[config.mk]
export PLATFORM = sky130hd
export DESIGN_NAME = nor_cmd_seq
export DESIGN_NICKNAME = d
export VERILOG_FILES = /design/src/rtl/nor_seq_pkg.sv /design/src/rtl/nor_seq_script.sv /design/src/rtl/nor_seq_bus.sv /design/src/rtl/nor_cmd_seq.sv
export SDC_FILE = /design/constraint.sdc
export NUM_CORES = 1
export LEC_CHECK = 0
export BUFFER_PORTS_ARGS = -buffer_cell sky130_fd_sc_hd__buf_4
export CAP_MARGIN = 5
export CORE_UTILIZATION = 41
export CTS_BUF_LIST = sky130_fd_sc_hd__clkbuf_16
export DETAILED_ROUTE_END_ITERATION = 10
export PLACE_DENSITY = 0.63
export SLEW_MARGIN = 20
export SYNTH_ARGS = -nofsm -noshare
export SYNTH_HDL_FRONTEND = slang
export SYNTH_SLANG_ARGS = --single-unit
export TNS_END_PERCENT = 1
[constraint.sdc]
create_clock -name clk -period 5.7 [get_ports clk]
set_input_delay 1.14 -clock clk [delete_from_list [all_inputs] [get_ports clk]]
set_output_delay 1.14 -clock clk [all_outputs]
set_load 0.01 [all_outputs]
[src/rtl/nor_seq_pkg.sv]
package nor_seq_pkg;

  typedef enum logic [2:0] {
    OP_READ_ID   = 3'd0,
    OP_PROGRAM   = 3'd1,
    OP_ERASE_BLK = 3'd2,
    OP_ERASE_ALL = 3'd3,
    OP_READ_MODE = 3'd4,
    OP_QUERY     = 3'd5,
    OP_READ      = 3'd6,
    OP_RSVD      = 3'd7
  } nor_op_e;

  typedef enum logic [1:0] {
    CY_END = 2'd0,
    CY_WR  = 2'd1,
    CY_RD  = 2'd2
  } cyc_kind_e;

  // word offsets of the command cycles
  localparam logic [11:0] OFF_KEY_A = 12'h555;
  localparam logic [11:0] OFF_KEY_B = 12'h2AA;
  localparam logic [11:0] OFF_QUERY = 12'h055;

  // command codes
  localparam logic [7:0] CODE_KEY_A   = 8'hAA;
  localparam logic [7:0] CODE_KEY_B   = 8'h55;
  localparam logic [7:0] CODE_IDENT   = 8'h90;
  localparam logic [7:0] CODE_PROG    = 8'hA0;
  localparam logic [7:0] CODE_ERASE   = 8'h80;
  localparam logic [7:0] CODE_SECTOR  = 8'h30;
  localparam logic [7:0] CODE_WHOLE   = 8'h10;
  localparam logic [7:0] CODE_ARRAY   = 8'hF0;
  localparam logic [7:0] CODE_QUERY   = 8'h98;

  function automatic logic op_alters_array(input nor_op_e op);
    return (op == OP_PROGRAM) || (op == OP_ERASE_BLK) || (op == OP_ERASE_ALL);
  endfunction

endpackage

[src/rtl/nor_seq_script.sv]
module nor_seq_script
  import nor_seq_pkg::*;
#(
  parameter int AW = 24,
  parameter int DW = 16
) (
  input  nor_op_e         op,
  input  logic [2:0]      step,
  input  logic [AW-1:0]   base,
  input  logic [AW-1:0]   tgt,
  input  logic [DW-1:0]   wdata,
  input  logic            mode16,
  output cyc_kind_e       kind,
  output logic [AW-1:0]   addr,
  output logic [DW-1:0]   data
);

  // offset scaling: doubled for 16-bit devices
  function automatic logic [AW-1:0] word_addr(input logic [AW-1:0] b,
                                               input logic [11:0]   off,
                                               input logic          m16);
    logic [AW-1:0] o;
    o = AW'(off);
    if (m16) o = o << 1;
    return b + o;
  endfunction

  function automatic logic [DW-1:0] code(input logic [7:0] c);
    return DW'(c);
  endfunction

  logic [11:0] off;
  logic        use_tgt;

  always_comb begin
    kind    = CY_END;
    off     = 12'h000;
    use_tgt = 1'b0;
    data    = '0;
    case (op)
      OP_READ_ID, OP_PROGRAM, OP_ERASE_BLK, OP_ERASE_ALL, OP_READ: begin
        if (step == 3'd0) begin
          kind = CY_WR; off = OFF_KEY_A; data = code(CODE_KEY_A);
        end else if (step == 3'd1) begin
          kind = CY_WR; off = OFF_KEY_B; data = code(CODE_KEY_B);
        end else begin
          case (op)
            OP_READ_ID: begin
              case (step)
                3'd2: begin kind = CY_WR; off = OFF_KEY_A; data = code(CODE_IDENT); end
                3'd3: begin kind = CY_RD; off = 12'h000; end
                3'd4: begin kind = CY_RD; off = 12'h001; end
                3'd5: begin kind = CY_RD; off = 12'h00E; end
                3'd6: begin kind = CY_RD; off = 12'h00F; end
                default: kind = CY_END;
              endcase
            end
            OP_PROGRAM: begin
              case (step)
                3'd2: begin kind = CY_WR; off = OFF_KEY_A; data = code(CODE_PROG); end
                3'd3: begin kind = CY_WR; use_tgt = 1'b1; data = wdata; end
                default: kind = CY_END;
              endcase
            end
            OP_ERASE_BLK, OP_ERASE_ALL: begin
              case (step)
                3'd2: begin kind = CY_WR; off = OFF_KEY_A; data = code(CODE_ERASE); end
                3'd3: begin kind = CY_WR; off = OFF_KEY_A; data = code(CODE_KEY_A); end
                3'd4: begin kind = CY_WR; off = OFF_KEY_B; data = code(CODE_KEY_B); end
                3'd5: begin
                  kind = CY_WR;
                  if (op == OP_ERASE_BLK) begin
                    use_tgt = 1'b1; data = code(CODE_SECTOR);
                  end else begin
                    off = OFF_KEY_A; data = code(CODE_WHOLE);
                  end
                end
                default: kind = CY_END;
              endcase
            end
            default: begin
              case (step)
                3'd2: begin kind = CY_WR; use_tgt = 1'b1; data = code(CODE_ARRAY); end
                3'd3: begin kind = CY_RD; use_tgt = 1'b1; end
                default: kind = CY_END;
              endcase
            end
          endcase
        end
      end
      OP_READ_MODE: begin
        if (step == 3'd0) begin
          kind = CY_WR; off = 12'h000; data = code(CODE_ARRAY);
        end
      end
      OP_QUERY: begin
        if (step == 3'd0) begin
          kind = CY_WR; off = OFF_QUERY; data = code(CODE_QUERY);
        end else if (step <= 3'd4) begin
          kind = CY_RD; off = 12'h00F + 12'(step);
        end
      end
      default: kind = CY_END;
    endcase
  end

  assign addr = use_tgt ? tgt : word_addr(base, off, mode16);

endmodule

[src/rtl/nor_seq_bus.sv]
module nor_seq_bus
  import nor_seq_pkg::*;
#(
  parameter int AW          = 24,
  parameter int DW          = 16,
  parameter int STROBE_CLKS = 2
) (
  input  logic            clk,
  input  logic            rst_n,
  input  logic            start,
  input  cyc_kind_e       kind_i,
  input  logic [AW-1:0]   addr_i,
  input  logic [DW-1:0]   data_i,
  input  logic [DW-1:0]   bus_rdata,
  output logic [AW-1:0]   bus_addr,
  output logic [DW-1:0]   bus_wdata,
  output logic            bus_we,
  output logic            bus_re,
  output logic            fin,
  output logic [DW-1:0]   rd_word
);

  localparam int CW = (STROBE_CLKS < 2) ? 1 : $clog2(STROBE_CLKS);
  localparam logic [CW-1:0] LAST = CW'(STROBE_CLKS - 1);

  typedef enum logic [1:0] {E_IDLE, E_ACT, E_GAP} eng_st_e;

  eng_st_e        st;
  logic [CW-1:0]  cnt;
  logic           is_rd;

  always_ff @(posedge clk or negedge rst_n) begin
    if (!rst_n) begin
      st        <= E_IDLE;
      cnt       <= '0;
      is_rd     <= 1'b0;
      bus_addr  <= '0;
      bus_wdata <= '0;
      rd_word   <= '0;
    end else begin
      case (st)
        E_IDLE: begin
          if (start) begin
            bus_addr  <= addr_i;
            bus_wdata <= data_i;
            is_rd     <= (kind_i == CY_RD);
            cnt       <= '0;
            st        <= E_ACT;
          end
        end
        E_ACT: begin
          if (cnt == LAST) begin
            if (is_rd) rd_word <= bus_rdata;
            st <= E_GAP;
          end else begin
            cnt <= cnt + 1'b1;
          end
        end
        default: st <= E_IDLE;
      endcase
    end
  end

  assign bus_we = (st == E_ACT) && !is_rd;
  assign bus_re = (st == E_ACT) &&  is_rd;
  assign fin    = (st == E_GAP);

endmodule

[src/rtl/nor_cmd_seq.sv]
module nor_cmd_seq
  import nor_seq_pkg::*;
#(
  parameter int AW          = 24,
  parameter int DW          = 16,
  parameter int STROBE_CLKS = 2
) (
  input  logic            clk,
  input  logic            rst_n,
  input  logic            req_valid,
  output logic            req_ready,
  input  logic [2:0]      req_op,
  input  logic [AW-1:0]   req_addr,
  input  logic [DW-1:0]   req_wdata,
  input  logic [AW-1:0]   base_addr,
  input  logic            mode16,
  input  logic            wp,
  output logic            busy,
  output logic            done,
  output logic            err,
  output logic            rsp_valid,
  output logic [1:0]      rsp_idx,
  output logic [DW-1:0]   rsp_data,
  output logic [AW-1:0]   bus_addr,
  output logic [DW-1:0]   bus_wdata,
  output logic            bus_we,
  output logic            bus_re,
  input  logic [DW-1:0]   bus_rdata
);

  typedef enum logic [1:0] {T_IDLE, T_ISSUE, T_WAIT, T_DONE} top_st_e;

  top_st_e        st;
  nor_op_e        op_q;
  logic [AW-1:0]  tgt_q, base_q;
  logic [DW-1:0]  wd_q;
  logic           m16_q;
  logic [2:0]     step_q;
  logic [1:0]     rdi_q;
  logic           err_q;

  cyc_kind_e      sc_kind;
  logic [AW-1:0]  sc_addr;
  logic [DW-1:0]  sc_data;
  logic           eng_start, eng_fin;
  logic [DW-1:0]  eng_rd;

  // named events for the checker
  logic    accept, reject;
  nor_op_e in_op;

  assign in_op  = nor_op_e'(req_op);
  assign accept = (st == T_IDLE) && req_valid;
  assign reject = (op_alters_array(in_op) && wp) || (in_op == OP_RSVD);

  nor_seq_script #(.AW(AW), .DW(DW)) u_script (
    .op(op_q), .step(step_q), .base(base_q), .tgt(tgt_q), .wdata(wd_q),
    .mode16(m16_q), .kind(sc_kind), .addr(sc_addr), .data(sc_data)
  );

  assign eng_start = (st == T_ISSUE) && (sc_kind != CY_END);

  nor_seq_bus #(.AW(AW), .DW(DW), .STROBE_CLKS(STROBE_CLKS)) u_bus (
    .clk(clk), .rst_n(rst_n), .start(eng_start), .kind_i(sc_kind),
    .addr_i(sc_addr), .data_i(sc_data), .bus_rdata(bus_rdata),
    .bus_addr(bus_addr), .bus_wdata(bus_wdata), .bus_we(bus_we),
    .bus_re(bus_re), .fin(eng_fin), .rd_word(eng_rd)
  );

  always_ff @(posedge clk or negedge rst_n) begin
    if (!rst_n) begin
      st     <= T_IDLE;
      op_q   <= OP_READ_MODE;
      tgt_q  <= '0;
      base_q <= '0;
      wd_q   <= '0;
      m16_q  <= 1'b0;
      step_q <= '0;
      rdi_q  <= '0;
      err_q  <= 1'b0;
    end else begin
      case (st)
        T_IDLE: begin
          if (accept) begin
            op_q   <= in_op;
            tgt_q  <= req_addr;
            base_q <= base_addr;
            wd_q   <= req_wdata;
            m16_q  <= mode16;
            step_q <= '0;
            rdi_q  <= '0;
            err_q  <= reject;
            st     <= reject ? T_DONE : T_ISSUE;
          end
        end
        T_ISSUE: st <= (sc_kind == CY_END) ? T_DONE : T_WAIT;
        T_WAIT: begin
          if (eng_fin) begin
            step_q <= step_q + 3'd1;
            if (sc_kind == CY_RD) rdi_q <= rdi_q + 2'd1;
            st <= T_ISSUE;
          end
        end
        default: st <= T_IDLE;
      endcase
    end
  end

  assign req_ready = (st == T_IDLE);
  assign busy      = !req_ready;
  assign done      = (st == T_DONE);
  assign err       = done && err_q;
  assign rsp_valid = (st == T_WAIT) && eng_fin && (sc_kind == CY_RD);
  assign rsp_idx   = rdi_q;
  assign rsp_data  = eng_rd;

endmodule

### Word-level counts from Yosys, hierarchy flattened

Index checks and enable logic that the tools add are counted.

| storage, ports and cells | value |
|---|---|
| flip-flop bits (word level) | 136 |
| word-level logic and storage cells | 142 |
| input port bits | 88 |
| output and inout port bits | 65 |

| cells by class | value |
|---|---|
| equal/unequal tests | 27 |
| order comparisons | 1 |
| $add $sub $neg | 5 |
| multiplexer cells | 60 |
| reduce and logical (&&, ||, !) cells | 34 |

Operators with widths:

| operator | number |
|---|---|
| $pmux 16 s3 | 2 |
| $pmux 12 s3 | 2 |
| $pmux 16 s4 | 1 |
| $mux 12 | 4 |
| $pmux 11 s4 | 1 |
| $mux 16 | 2 |
| $mux 8 | 4 |
| $pmux 16 s2 | 1 |
| $add 24x13->24 | 1 |
| $mux 2 | 12 |
| $mux 24 | 1 |
| $pmux 12 s2 | 1 |
| $mux 11 | 2 |
| $eq 3x3->1 const B | 7 |
| $eq 3x2->1 const B | 6 |
| $pmux 2 s3 | 3 |
| $pmux 2 s2 | 4 |
| $mux 1 | 13 |
| $mux 13 | 1 |
| $reduce_and 2->1 | 5 |
| $eq 3x1->1 const B | 3 |
| $eq 2x2->1 const B | 4 |
| $logic_and 1x1->1 | 8 |
| $reduce_or 4->1 | 2 |
| 22 further kinds | 37 |

### Depth between registers and ports, before layout

Gate-level depths: netlist (run 1).

| logic depth | value |
|---|---|
| depth in word-level cells | 11 |
| gate-level depth with buffers | 17 |
| depth with buffers taken out | 16 |

### Modules after synthesis

A second synthesis (run 1) with hierarchy kept.

| second synthesis, totals | value |
|---|---|
| cell total of the unflattened synthesis | 638 |
| area, all modules | 7377.1 um^2 |

Modules (own cells, without submodules):

| module | cells each | seq. area each (um^2) | times used | area each (um^2) |
|---|---|---|---|---|
| nor_cmd_seq | 196 | 1903.1 | 1 | 3056.7 |
| nor_seq_bus | 136 | 1501.4 | 1 | 2341.0 |
| nor_seq_script | 306 | 0.0 | 1 | 1979.4 |

### Worst setup path before layout (run 1)

OpenSTA, ideal clock, no wires.

| path | value |
|---|---|
| kind | register to register |
| start point | register step_q[1] |
| end point | register u_bus.bus_addr[14] |
| setup time | 118 ps |
| stages on the path, launching flop included | 18 |
| slack | 1992 ps |
| path buffers | 1 |
| required time | 5582 ps |
| clock period less this slack | 3708 ps |
| arrival time | 3590 ps |
| path through | dfrtp_1 > inv_1 > ha_1 > buf_6 > nand2_1 > o21bai_1 > a32oi_1 > o22ai_1 > a221oi_1 > nor2_1 > ha_1 > fa_1 > a211oi_1 > nor4b_2 > o211ai_1 > a211o_1 > a31oi_1 > a21o_1 |

| on the way | value |
|---|---|
| cells in the longest elaborated chain, start to end | 10 |
| elaborated cells between the ends (all ways) | 45 |
| those cells by class | 2 x add/sub; 1 x order compare; 6 x eq/ne; 29 x mux; 7 x reduce/logical |

RTL lines:

| what | RTL line | source |
|---|---|---|
| start, declared | nor_cmd_seq.sv:38 | `logic [2:0] step_q;` |
| start signal, assigned | nor_cmd_seq.sv:99 | `step_q <= step_q + 3'd1;` |
| $eq 3x2->1, or another cell as far along | - |  |
| $reduce_or 2->1 (no source line) / $reduce_or 4->1 (equally long branches) | - |  |
| $pmux 12 s3, or another cell as far along | nor_seq_script.sv:66 | `case (step)` |
| $pmux 12 s3 / $pmux 2 s3 (equally long branches) | nor_seq_script.sv:47 | `case (op)` |
| $mux 12 / $mux 2 (equally long branches) | nor_seq_script.sv:44 | `end else if (step == 3'd1) begin` |
| $mux 12 / $mux 2 (equally long branches) | nor_seq_script.sv:42 | `if (step == 3'd0) begin` |
| $pmux 12 s2 / $pmux 2 s3 (equally long branches) | nor_seq_script.sv:40 | `case (op)` |
| $mux 13 / $reduce_bool 2->1 (equally long branches) | nor_seq_script.sv:24, nor_cmd_seq.sv:61 |  |
| $add 24x13->24 / $logic_and 1x1->1 (equally long branches) | nor_seq_script.sv:25, nor_cmd_seq.sv:61 |  |
| $mux 24 / $reduce_and 2->1 (equally long branches) | - |  |
| end signal, assigned | nor_seq_bus.sv:44 | `bus_addr <= addr_i;` |
| end, declared | nor_seq_bus.sv:15 | `output logic [AW-1:0] bus_addr,` |

Parallel ways exist; a longest one is shown, timed or not.
A chain may end at the register's enable or synchronous reset.

### Worst setup path in the final report (run 1)

| path | value |
|---|---|
| start point | register step_q[2] |
| end point | register u_bus.bus_addr[14] |

The elaborated chain is that of the path after synthesis.

==> run summary, run 1 <==
Slowest cell on crit path - dfrtp_1
Ports - 153
worst path cell trace - inv_1 > ha_1 > o21bai_1 > a32oi_1 > o22ai_1 > a221oi_1 > nor2_1 > ha_1 > fa_1 > a211oi_1 > nor4b_2 > o211ai_1 > a211o_1 > a31oi_1 > a21o_1
initial drt markers - 464
Post-synth EDFFs - 0
biggest area consumer among synthesized cells - dfrtp_1
status - complete, no violations
crit-path max cell delay - 0.69 ns
Hold Path Class - flip-flop to flip-flop
Resize count post-CTS - 0
main flop type after synthesis - dfrtp_1
CTS buffer count - 17
Routed WL - 19300 um
root buffer cell - clkbuf_16
vias - 6224
Worst Setup Path Type - flip-flop to flip-flop
Fmax - 0.203 GHz
MaxCap Viol Count - 0
antenna cells - 0
setup bufs post-CTS - 0
top post-synthesis cells by count - nand2_1, dfrtp_1, a21oi_1
most instantiated library cell after synthesis - nand2_1
Port Buffers - 152
DP Worst Slack - 0.953 ns
router iterations before antenna repair - 5
Setup TNS - 0 ns
Vias/cell - 5.21
max-slew violation count - 0
Clock Tree Buf Depth - 2
RSZ-0062 raised after global routing - no
WP data required - 6.01 ns
gr usage total - 22.5%
CP Buf/Inv Count - 1
Yosys reg bits - 136
fin crit share - 86.3%
Clock Sinks - 136
first-pass GRT wire length - 31300 um
CP arrival - 5.23 ns
cell area after synthesis - 0.00716 sq mm
CTS tree - yes
Core Box Area - 0.0168 sq mm
startpoint types - flip-flop
antenna-violating nets left - 0
largest net degree at the start of global routing - 80
fin crit period - 4.92 ns
number of core rows - 47
top-area cell type share of the netlist area - 47.2%
final setup fails - 0
clock-pin slew on the worst setup and hold paths - 0.06 ns
layout cells sized above 1 - 22.1%
Worst Path Max Fanout - 18
Die H - 134 um
total nets after synthesis - 942
DRC Markers - 0
hold-fix buffers at CTS - 0
vias in the first global route - 5984
Clock Skews - 0.00999 ns
Hold Fails Final Rpt - 0
GRT Residual Overflow - 0
Rel. slew slack - 45.5%
Final GP Congestion - 0.895
initial antenna violation count - 0
H-Tree Depth - 4
Slew @ Worst Pin - 0.818 ns
Clock Latency Late Sink - 0.42 ns
Initial Util - 42.6%
die width - 134 um
Crit path max-delay family - compound AO/OA/AOI/OAI gates
sequential share of the synthesized area - 47.5%
nets - 1075
synthesis warning total - 0
synth top area cells - dfrtp_1, nand2_1, ha_1
ys async rst share - 100%
distinct cell type count of the synthesized netlist - 63
Post-DP HPWL - 13800 um
WL per Instance - 16.2 um
Lkg Pwr - 4.42 nW
Layout area overhead - 25.4%
syn avg cell area - 8.64 sq um
worst vdd ir - 0.316 mV
Final WS setup - 0.778 ns
die area - 0.0180 sq mm
kind of end point of the critical path - flip-flop
Worst path most repeated cell - ha_1
Gate Count Post-Synth - 829
Power Density - 567 mW/mm^2
==> state kept, by name, indices dropped and copies added, names as in the netlist <==
register	cells
base_q	24
err_q	1
m16_q	1
op_q	3
rsp_idx	2
st	2
step_q	3
tgt_q	24
u_bus.bus_addr	24
u_bus.bus_wdata	16
u_bus.cnt	1
u_bus.is_rd	1
u_bus.rd_word	16
u_bus.st	2
wd_q	16
==> worst paths after layout <==
| path | startpoint | endpoint | slack [ns] | cells past startpoint |
|---|---|---|---|---|
| max | step_q[2] | u_bus.bus_addr[14] | 0.78 | 15 |
| min | u_bus.bus_wdata[9] | u_bus.bus_wdata[9] | 0.47 | 2 |
| max reg2reg | step_q[2] | u_bus.bus_addr[14] | 0.78 | 15 |
| min reg2reg | u_bus.bus_wdata[9] | u_bus.bus_wdata[9] | 0.47 | 2 |
| max in group asynchronous | rst_n | base_q[13] | 3.72 | 2 |
| min in group asynchronous | rst_n | u_bus.is_rd | 0.77 | 1 |
==> worst register-to-register path, cell delays in order (launching register included) <==
cell and delay (ns):
dfrtp_1 0.69, inv_1 0.28, ha_1 0.31, o21bai_1 0.20, a32oi_1 0.26, o22ai_1 0.11, a221oi_1 0.41, nor2_1 0.10
ha_1 0.25, fa_1 0.43, a211oi_1 0.51, nor4b_2 0.17, o211ai_1 0.62, a211o_1 0.22, a31oi_1 0.07, a21o_1 0.18
==> cell usage in the layout (no fill, tap or decap), types with 3 or more instances in the layout <==
cell,count
and3_1,9
nor3_1,5
buf_4,158
and2_1,8
xor2_1,3
a31oi_1,13
a21o_1,6
a22oi_1,3
o21ai_0,37
o31ai_1,4
a211o_1,6
nand2b_1,5
nor2_1,30
clkinvlp_4,3
ha_1,24
a21oi_1,46
o21bai_1,5
clkinv_2,3
inv_1,13
nand4_1,4
xnor2_1,9
and4_1,3
o22ai_1,3
o211ai_1,14
a211oi_1,10
dfrtp_1,135
o21a_1,8
nand3_1,21
clkbuf_16,17
mux2i_1,3
nor2b_1,10
mux2_2,16
nand2_1,295
==> metrics by stage <==
step                cells  cell area, sq um  power [mW]  hold slack (ns)  utilization [%]
floorplan             829              7160        3.23            0.439                -
global placement     1163              8420        4.03            0.453             50.1
detailed placement   1163              8420        4.05            0.458             50.1
CTS                  1194              8980        5.13            0.471             53.4
global route         1194              8980        5.51            0.488             53.4
finish               1194              8980        5.09            0.468             53.4
==> metal layers <==
metal	up-vias	track usage, %	part of all wire [%]
met5	-	0	0
met4	0	6.37	1.5
met3	17	5.25	6.1
met2	191	35.9	46
met1	2919	30.5	46
li1	3097	-	-
==> cell families (layout without fill, tap and decap cells) <==
group	after synthesis	in the layout	synth area share, %
and+or+nand+nor	405	405	24.0
adders and majority gates	25	25	4.47
xor gates and xnor gates	12	12	1.47
DFF	136	136	47.5
AOI/OAI and AO/OA	176	176	15.9
buffers and inverters	56	201	3.72
muxes	19	19	2.93
==> layout make-up <==
class	count	area, sq um
Inverter	11	41.3
Clock inverter	14	135
Clock buffer	17	425
Fill cell	1617	7840
Sequential cell	136	3400
Tap cell	220	275
Multi-Input combinational cell	637	3500
Timing Repair Buffer	159	1200
==> power breakdown <==
part | switching [mW] | internal, mW
sequential | 0.322 | 1.35
clock | 0.424 | 0.635
combinational | 1.40 | 0.965
Power figures use the tool's default switching activity.
==> run 2, diff against run 1 <==
--- a/config.mk
+++ b/config.mk
@@ -7,6 +7,7 @@
 export LEC_CHECK = 0
 export BUFFER_PORTS_ARGS = -buffer_cell sky130_fd_sc_hd__buf_4
 export CAP_MARGIN = 5
+export CORE_ASPECT_RATIO = 0.7
 export CORE_UTILIZATION = 41
 export CTS_BUF_LIST = sky130_fd_sc_hd__clkbuf_16
 export DETAILED_ROUTE_END_ITERATION = 10
==> run summary, run 2 (synthesis gave the netlist of run 1 again) <==
status - complete, no violations
Worst Reg-to-Reg Cells - 13 (-2)
startpoint types - flip-flop
GRT Residual Overflow - 0 (unchanged)
kind of end point of the critical path - flip-flop
Ports - 153 (unchanged)
Hold Fails Final Rpt - 0 (unchanged)
Fmax - 0.208 GHz (+2.3%)
fin crit period - 4.81 ns (-0.110 ns)
Resize count post-CTS - 0 (unchanged)
nets - 1074 (-0.093%)
Setup TNS - 0 ns (unchanged)
Int Power - 2.99 mW (+1.4%)
fillers - 1634 (+1.1%)
leading registers by flop count - base_q x24, tgt_q x24, u_bus.bus_addr x24
number of core rows - 40 (-15%)
crit-path max cell delay - 0.72 ns (+0.03 ns)
RSZ-0062 raised after global routing - no
Clock Latency Late Sink - 0.42 ns (about the same)
H-Tree Depth - 4 (unchanged)
largest net degree at the start of global routing - 94 (+18%)
root buffer cell - clkbuf_16
Final GP Congestion - 0.869 (-2.8%)
worst path cell trace - inv_1 > ha_1 > nor2_1 > a21boi_0 > nand2_1 > o21ai_0 > ha_1 > a21oi_1 > o211ai_1 > o211a_1 > or2_2 > and4_1 > o31ai_1
Clock Sinks - 136 (unchanged)
clock share of power - 22.0% (+1.2 points)
number of cells on the critical path - 13 (-2)
DRC Markers - 0 (unchanged)
Worst Setup Path Type - flip-flop to flip-flop
DP Worst Slack - 1.03 ns (+0.0738 ns)
Post-DP HPWL - 13800 um (about the same)
CP arrival - 5.14 ns (-0.09 ns)
Hold Path Class - flip-flop to flip-flop
antenna cells - 0 (unchanged)
Area after DPL - 0.00843 sq mm (about the same)
met3 global-route usage - 5.69% (+0.44 points)
final core utilization - 52.8% (-0.65 points)
setup bufs post-CTS - 0 (unchanged)
final setup fails - 0 (unchanged)
worst vdd ir - 0.214 mV (-32%)
vias in the first global route - 6138 (+2.6%)
initial drt markers - 574 (+24%)
routing usage on met2 - 31.2% (-4.7 points)
Rel. slew slack - 43.6% (-1.9 points)
Clock Tree Buf Depth - 2 (unchanged)
gr usage total - 23.0% (+0.55 points)
Worst path most repeated cell - ha_1
fin crit share - 84.4% (-1.9 points)
combinational share of power - 45.3% (-1.1 points)
clock-pin slew on the worst setup and hold paths - 0.06 ns (about the same)
GRT Max-Usage Layer - met1
Vias/cell - 5.26 (+0.95%)
CTS tree - yes
max-slew violation count - 0 (unchanged)
router iterations before antenna repair - 5 (unchanged)
global routing usage on met1 - 36.3% (+5.8 points)
WP data required - 6.03 ns (+0.02 ns)
Routed WL - 19800 um (+2.7%)
Slowest cell on crit path - dfrtp_1
die width - 160 um (+19%)
commonest non-fill, non-tap cell in the layout - nand2_1
Layout area overhead - 26.1%
initial antenna violation count - 0 (unchanged)
Core Box Area - 0.0171 sq mm (+1.8%)
placed instance count - 1173 (+0.86%)
antenna-violating nets left - 0 (unchanged)
Lkg Pwr - 4.43 nW (+0.27%)
layout cells sized above 1 - 22.2% (+0.10 points)
Worst Path Max Fanout - 18 (unchanged)
vias - 6341 (+1.9%)
fin area - 0.00903 sq mm (+0.53%)
switching pwr - 2.14 mW (about the same)
MaxCap Viol Count - 0 (unchanged)
die area - 0.0180 sq mm (about the same)
Die H - 113 um (-16%)
CTS buffer count - 17 (unchanged)
Final WS setup - 0.888 ns (+0.110 ns)
Clock Skews - 0.00565 ns (-0.00434 ns)
Initial Util - 41.9% (-0.74 points)
hold-fix buffers at CTS - 0 (unchanged)
Seq pwr share - 32.7% (about the same)
commonest cells after routing, fill and taps aside - nand2_1, buf_4, dfrtp_1
sw frac - 41.7% (-0.35 points)
hold path cells - 2 (unchanged)
Non-Filler Instances - 1205 (+0.92%)
WL per Instance - 16.4 um (+1.8%)
CP Buf/Inv Count - 1 (unchanged)
Power Density - 568 mW/mm^2 (+0.27%)
Port Buffers - 152 (unchanged)
first-pass GRT wire length - 32500 um (+3.6%)
Slew @ Worst Pin - 0.846 ns (+0.0280 ns)
Crit path max-delay family - compound AO/OA/AOI/OAI gates
-- run 2: cell count changes in the layout (fill, tap and decap cells not counted), sizes merged --
cell / delta
buf: -1
bufinv: +1
clkinv: +3
clkinvlp: -2
inv: -1
-- run 2: worst register-to-register path, delay by kind of cell (launching register included) --
family	cells	cell delay [ns]
and+or+nand+nor	4	1.16
adders and majority gates	2	0.86
AOI/OAI and AO/OA	6	1.70
DFF	1	0.72
buffers and inverters	1	0.28
-- run 2: worst paths after layout --
path | startpoint | end | slack (ns)
setup reg to reg | step_q[2] | u_bus.bus_addr[15] | 0.89
max in group asynchronous | rst_n | base_q[9] | 3.81
min in group asynchronous | rst_n | u_bus.st[1] | 0.81
hold / removal | u_bus.bus_wdata[13] | u_bus.bus_wdata[13] | 0.47
setup / recovery | step_q[2] | u_bus.bus_addr[15] | 0.89
hold reg to reg | u_bus.bus_wdata[13] | u_bus.bus_wdata[13] | 0.47
-- run 2: layout make-up --
| cell class | count | area (sq um) | area share, % |
|---|---|---|---|
| clock buffer | 17 | 425 | 4.71 |
| tap | 231 | 289 | 3.20 |
| timing repair buffer | 158 | 1190 | 13.2 |
| clock inverter | 15 | 176 | 1.95 |
| inverter | 11 | 41.3 | 0.457 |
| sequential | 136 | 3400 | 37.7 |
| multi-input combinational | 637 | 3500 | 38.8 |
-- run 2: power groups by stage --
| stage | Combinational [mW] | Clock, mW | Sequential, mW |
|---|---|---|---|
| CTS | 2.33 | 1.15 | 1.67 |
| global route | 2.62 | 1.19 | 1.73 |
| floorplan | 1.61 | 0 | 1.62 |
| detailed placement | 2.32 | 0 | 1.68 |
| global placement | 2.31 | 0 | 1.68 |
| finish | 2.33 | 1.13 | 1.68 |
-- run 2: routing by layer --
| metal | vias to the layer above | share of wire (%) | wire length (um) |
|---|---|---|---|
| li1 | 3102 | - | - |
| met1 | 2998 | 53 | 10600 |
| met2 | 226 | 39 | 7700 |
| met3 | 15 | 7.0 | 1380 |
| met4 | 0 | 0.74 | 146 |
| met5 | - | 0 | 0 |
-- run 2: metrics by stage --
step	hold slack (ns)	total power, mW
floorplan	0.439	3.23
detailed placement	0.459	4.00
finish	0.468	5.13
global placement	0.454	4.00
global route	0.497	5.54
CTS	0.472	5.15
